--- src/rtl/ipres_pkg.sv ---
package ipres_pkg;

    localparam int PRIO_W = 8;
    localparam int SRC_W  = 24;
    localparam int WORD_W = PRIO_W + SRC_W;

    typedef logic [PRIO_W-1:0] prio_t;
    typedef logic [SRC_W-1:0]  src_t;

    localparam prio_t PRIO_NONE = '1;

    typedef enum logic [1:0] {
        OP_SET_PRIO = 2'd0,
        OP_SET_IPI  = 2'd1,
        OP_ACCEPT   = 2'd2,
        OP_EOI      = 2'd3
    } cmd_op_e;

    typedef struct packed {
        prio_t cur_prio;   // processor priority
        src_t  src;        // presented source, zero when none
        prio_t pend_prio;  // priority of the presented source
        prio_t ipi_prio;   // IPI request priority
        logic  ext_owned;  // presented source came from the source controller
        logic  irq;        // line to the processor
    } pres_state_t;

    // a is strictly more favoured than b
    function automatic logic beats(prio_t a, prio_t b);
        return a < b;
    endfunction

    // a presented interrupt is at least as favoured as the candidate
    function automatic logic held_off(src_t s, prio_t pend, prio_t cand);
        return (s != '0) && (pend <= cand);
    endfunction

endpackage

--- src/rtl/ipres_offer_eval.sv ---
module ipres_offer_eval
    import ipres_pkg::*;
(
    input  prio_t cur_prio,
    input  src_t  cur_src,
    input  prio_t pend_prio,
    input  prio_t cand_prio,
    output logic  take
);
    always_comb begin
        take = beats(cand_prio, cur_prio) && !held_off(cur_src, pend_prio, cand_prio);
    end
endmodule

--- src/rtl/ipres_ipi_eval.sv ---
module ipres_ipi_eval
    import ipres_pkg::*;
(
    input  src_t  cur_src,
    input  prio_t pend_prio,
    input  prio_t req_prio,
    output logic  fire
);
    always_comb begin
        fire = !held_off(cur_src, pend_prio, req_prio);
    end
endmodule

--- src/rtl/ipres_ctrl.sv ---
module ipres_ctrl
    import ipres_pkg::*;
#(
    parameter src_t IPI_SRC = src_t'(2)
) (
    input  logic              clk,
    input  logic              rst,
    input  logic              cmd_valid,
    input  logic [1:0]        cmd_op,
    input  logic [WORD_W-1:0] cmd_data,
    output logic [WORD_W-1:0] rd_data,
    input  logic              ofr_valid,
    input  logic [SRC_W-1:0]  ofr_src,
    input  logic [PRIO_W-1:0] ofr_prio,
    output logic              rej_valid,
    output logic [SRC_W-1:0]  rej_src,
    output logic              eoi_valid,
    output logic [SRC_W-1:0]  eoi_src,
    output logic              resend,
    output logic              irq_out
);
    pres_state_t st, nxt;
    prio_t       wr_prio;
    logic        offer_take, ipi_on_write, ipi_on_stored;
    cmd_op_e     op;

    assign wr_prio = cmd_data[PRIO_W-1:0];
    assign op      = cmd_op_e'(cmd_op);

    ipres_offer_eval u_offer (
        .cur_prio (st.cur_prio),
        .cur_src  (st.src),
        .pend_prio(st.pend_prio),
        .cand_prio(ofr_prio),
        .take     (offer_take)
    );

    ipres_ipi_eval u_ipi_wr (
        .cur_src  (st.src),
        .pend_prio(st.pend_prio),
        .req_prio (wr_prio),
        .fire     (ipi_on_write)
    );

    ipres_ipi_eval u_ipi_st (
        .cur_src  (st.src),
        .pend_prio(st.pend_prio),
        .req_prio (st.ipi_prio),
        .fire     (ipi_on_stored)
    );

    always_comb begin
        nxt       = st;
        rej_valid = 1'b0;
        rej_src   = '0;
        eoi_valid = 1'b0;
        eoi_src   = '0;
        resend    = 1'b0;
        if (cmd_valid) begin
            unique case (op)
                OP_SET_PRIO: begin
                    nxt.cur_prio = wr_prio;
                    if (beats(wr_prio, st.cur_prio)) begin
                        if (st.src != '0 && wr_prio <= st.pend_prio) begin
                            rej_valid     = st.ext_owned;
                            rej_src       = st.ext_owned ? st.src : '0;
                            nxt.src       = '0;
                            nxt.pend_prio = PRIO_NONE;
                            nxt.ext_owned = 1'b0;
                            nxt.irq       = 1'b0;
                        end
                    end else if (beats(st.cur_prio, wr_prio)) begin
                        resend = 1'b1;
                        if (beats(st.ipi_prio, wr_prio) && ipi_on_stored) begin
                            rej_valid     = st.ext_owned && st.src != '0;
                            rej_src       = rej_valid ? st.src : '0;
                            nxt.src       = IPI_SRC;
                            nxt.pend_prio = st.ipi_prio;
                            nxt.ext_owned = 1'b0;
                            nxt.irq       = 1'b1;
                        end
                    end
                end
                OP_SET_IPI: begin
                    nxt.ipi_prio = wr_prio;
                    if (beats(wr_prio, st.cur_prio) && ipi_on_write) begin
                        rej_valid     = st.ext_owned && st.src != '0;
                        rej_src       = rej_valid ? st.src : '0;
                        nxt.src       = IPI_SRC;
                        nxt.pend_prio = wr_prio;
                        nxt.ext_owned = 1'b0;
                        nxt.irq       = 1'b1;
                    end
                end
                OP_ACCEPT: begin
                    nxt.cur_prio  = st.pend_prio;
                    nxt.src       = '0;
                    nxt.pend_prio = PRIO_NONE;
                    nxt.ext_owned = 1'b0;
                    nxt.irq       = 1'b0;
                end
                OP_EOI: begin
                    nxt.cur_prio = cmd_data[WORD_W-1:SRC_W];
                    eoi_valid    = 1'b1;
                    eoi_src      = cmd_data[SRC_W-1:0];
                end
                default: ;
            endcase
        end else if (ofr_valid) begin
            rej_valid = 1'b1;
            if (offer_take) begin
                rej_valid     = st.ext_owned && st.src != '0;
                rej_src       = rej_valid ? st.src : '0;
                nxt.src       = ofr_src;
                nxt.pend_prio = ofr_prio;
                nxt.ext_owned = 1'b1;
                nxt.irq       = 1'b1;
            end else begin
                rej_src = ofr_src;
            end
        end
    end

    always_ff @(posedge clk) begin
        if (rst) begin
            st <= '{cur_prio: '0, src: '0, pend_prio: PRIO_NONE,
                    ipi_prio: PRIO_NONE, ext_owned: 1'b0, irq: 1'b0};
        end else begin
            st <= nxt;
        end
    end

    assign rd_data = {st.cur_prio, st.src};
    assign irq_out = st.irq;

endmodule

--- config.mk ---
export PLATFORM = sky130hd
export DESIGN_NAME = ipres_ctrl
export DESIGN_NICKNAME = d
export VERILOG_FILES = /design/src/rtl/ipres_pkg.sv /design/src/rtl/ipres_offer_eval.sv /design/src/rtl/ipres_ipi_eval.sv /design/src/rtl/ipres_ctrl.sv
export SDC_FILE = /design/constraint.sdc
export NUM_CORES = 1
export LEC_CHECK = 0
export ABC_AREA = 1
export ABC_CLOCK_PERIOD_IN_PS = 2600
export BUFFER_PORTS_ARGS = -buffer_cell sky130_fd_sc_hd__buf_2
export CORE_MARGIN = 10
export CORE_UTILIZATION = 53
export CTS_CLUSTER_DIAMETER = 60
export DETAILED_ROUTE_END_ITERATION = 8
export PLACE_DENSITY = 0.83
export SYNTH_ARGS = -nofsm -noshare
export SYNTH_HDL_FRONTEND = slang
export SYNTH_SLANG_ARGS = --single-unit
--- constraint.sdc ---
create_clock -name clk -period 2.6 [get_ports clk]
set_input_delay 0.26 -clock clk [delete_from_list [all_inputs] [get_ports clk]]
set_output_delay 0.26 -clock clk [all_outputs]
set_load 0.02 [all_outputs]
==> results.md <==
* Status: finished with violations
* Failing checks: negative setup slack
* Layout cell share with drive strength beyond 1 at 0.326
* Clk_skew at 0.00858 ns
* Distinct cells, synth at 36
* Skew-Pair Late Insertion Delay at 0.33 ns
* # rows at 34
* Post-synth top flop: dfxtp_1
* Final HPWL from detailed placement at 11.0 mm
* Sink Count at 50
* Worst VDD drop at 0.000245 V
* Slowest stage delay, CP at 0.36 ns
* TNS Setup at -3.86 ns
* Placed cells at 974
* DR vias at 5655
* Die height at 116 µm
* Largest area contributor in the netlist: dfxtp_1
* Clock-pin slew on the worst setup and hold paths at 0.10 ns
* Top cell by count, worst path: nand2_1
* Total Wirelength at 16.9 mm
* Top cell type's share of synthesized area at 0.206
* Number of diodes at 0
* Gr ovfl total at 0
* Tmin final at 2.82 ns
* Seq cells post-synth at 50
* Initial antenna violation count at 0
* Final Cycle Share at 1.08
* Fmax at 0.355 GHz
* WP data required at 2.34 ns
* Setup violations, final at 44
* Share of flip-flops with an asynchronous set or reset at 0
* Slew Limit Fails at 0
* Max-slew headroom at 0.544
* Sequential-to-total area share from yosys stat at 0.206
* Total GRT Usage at 0.228
* Worst R2R Path Depth at 19
* Maximum fanout along the worst path at 6
* Gpl congestion at 0.948
* Reg2reg setup slack at -0.04 ns
* Most frequent cells in the layout: nand2_1 (165), buf_2 (128), inv_1 (94), nor2_1 (91), nand3_1 (60)
* Worst Setup SP: rd_data[29]$_SDFFE_PP0P_
* Worst R2R End: rd_data[17]$_SDFFE_PP0P_
* Max-Cap Viols at 0
* Post-layout net count at 1026
* Synthesized area per cell at 6.32 µm²
* Critical path class: flop to output pin
* Final Util at 0.716
* First-pass GRT wire length at 25.4 mm
* TritonRoute pass-1 iters at 5
* Commonest non-fill, non-tap cell in the layout: nand2_1
* Layout area overhead at 29.9%
* CTS tree: built
* Starting Density at 0.551
* Routed wire per std cell at 16.7 µm
* RR Startpoint: rd_data[25]$_SDFFE_PP0P_
* Worst EP arrival at 2.56 ns
* Final std cells w/o fill at 1015
* Full die area at 13400 µm²
* Die Wd at 116 µm
* Htree depth at 2
* Slowest cell on crit path: dfxtp_2
* Hold Path Class: primary input to flop
* CTS root buffer: clkbuf_8
* Via/cell ratio at 5.57
* PortBufs at 153
* Initial drt markers at 516
* Endpoint class of the critical path: output pin
* Post-Place Setup Slack at 0.220 ns
* Post-Syn Area at 4850 µm²
* PwrDens at 466 nW/µm²
* Post-route ant nets at 0
* IO Pins at 154
* Dominant cells by area after synthesis: dfxtp_1 (21%), nand2_1 (14%), ha_1 (13%)
* RSZ-0062 raised after global routing: yes
* Startpoint Class: flop
* Crit path cell chain: inv_2 -> ha_4 -> nand2_2 -> nor2_4 -> nand4_1 -> inv_1 -> nor2_1 -> nand2_1 -> nor2_2 -> a21oi_4 -> o22ai_4 -> buf_12 -> clkbuf_16 -> nand3_1 -> nand2_1 -> buf_6
* Core ar. at 8810 µm²
* Syn. warnings at 0
* Tightest Pin Transition at 0.684 ns
* Cell count after synthesis at 768
* Total power at 2.94 mW
* TritonCTS buffer count at 5
* Largest net degree at the start of global routing at 36
* Syn Nets at 888
* Setup ws final at -0.217 ns
* Drt drc at 0
* Leak at 3.40 nW
* Final Hold Fails at 0
* Fill cells at 642
* Clk buf depth at 2
* End of the critical path: rej_src[3]
* Post-synth EDFFs at 0
* Number of global-route vias before repair at 5244
-- where the power goes --
| part | switching (mW) | total (mW) | internal (mW) |
|---|---|---|---|
| clock network | 0.311 | 0.531 | 0.220 |
| logic | 0.873 | 1.49 | 0.621 |
| registers | 0.0781 | 0.910 | 0.832 |
-- critical path: cells and delay by family, from the launching register on --
kind / cells / cell delay [ns]
flip-flops: 1 / 0.36
adder cells (fa/ha/maj): 1 / 0.28
buffers and inverters: 5 / 0.63
AND/OR/NAND/NOR: 8 / 0.66
AO/OA/AOI/OAI: 2 / 0.29
-- cell families after synthesis --
kind of cell | after synthesis | synth area share
compound gates | 128 | 0.166
buf+inv | 174 | 0.185
flops | 50 | 0.206
fa+ha+maj | 50 | 0.129
simple gates | 366 | 0.315
-- flip-flops by register name, indices dropped and copies added (netlist names) --
register	flops
irq_out	1
rd_data	32
st	17
-- Yosys cell counts (2+ instances only) --
master,count
a21o_1,5
nor2_1,94
clkbuf_1,18
dlygate4sd1_1,2
clkbuf_8,4
ha_1,50
o21ai_0,19
o211ai_1,24
o22ai_1,8
buf_6,7
nand4_1,5
nand2_2,5
nand2_1,184
a221oi_1,8
dlygate4sd3_1,2
a211o_1,8
nand3_1,71
dfxtp_1,50
a21oi_1,50
inv_1,101
buf_2,6
buf_4,32
a21oi_2,2
-- repair_timing --
item,in CTS,in global routing
pin swaps,9,19
endpoints found under the setup margin,25,59
gates resized for setup,68,75
gates cloned,3,3
setup buffers,16,13
hold buffers,0,0
-- metrics by stage --
| step | hold slack (ns) | area (µm²) |
|---|---|---|
| finish | 0.227 | 6300 |
| global route | 0.255 | 6300 |
| CTS | 0.220 | 5920 |
| detailed placement | 0.488 | 5390 |
| global placement | 0.455 | 5390 |
| floorplan | 0.450 | 4850 |
-- worst min path at each step --
stage	startpoint	endpoint	slack, ns	depth (start not counted)
2_1_floorplan	cmd_data[24]	rd_data[24]$_SDFFE_PP0P_	0.45	2
3_3_place_gp	irq_out$_SDFFE_PP0P_	irq_out$_SDFFE_PP0P_	0.46	2
3_5_place_dp	irq_out$_SDFFE_PP0P_	irq_out$_SDFFE_PP0P_	0.49	2
4_1_cts	cmd_data[30]	rd_data[30]$_SDFFE_PP0P_	0.22	3
5_1_grt	cmd_data[28]	rd_data[28]$_SDFFE_PP0P_	0.25	3
6_report	cmd_data[30]	rd_data[30]$_SDFFE_PP0P_	0.23	3
-- final cells by class --
cell class / instances / area (µm²) / area share
tap: 108 / 135 / 0.0214
multi-input combinational: 545 / 3240 / 0.513
sequential: 50 / 1020 / 0.163
clock inverter: 2 / 16.3 / 0.00258
timing repair buffer: 202 / 1420 / 0.225
inverter: 102 / 388 / 0.0615
clock buffer: 6 / 82.6 / 0.0131
-- per-layer routing --
| metal | part of all wire | global-route usage | wire length [µm] |
|---|---|---|---|
| met1 | 0.38 | 0.264 | 6440 |
| met4 | 0.026 | 0.0834 | 440 |
| met5 | 0 | 0 | 0 |
| met3 | 0.090 | 0.0444 | 1520 |
| met2 | 0.50 | 0.408 | 8540 |
Note: power is estimated with default switching activity, not from simulation.
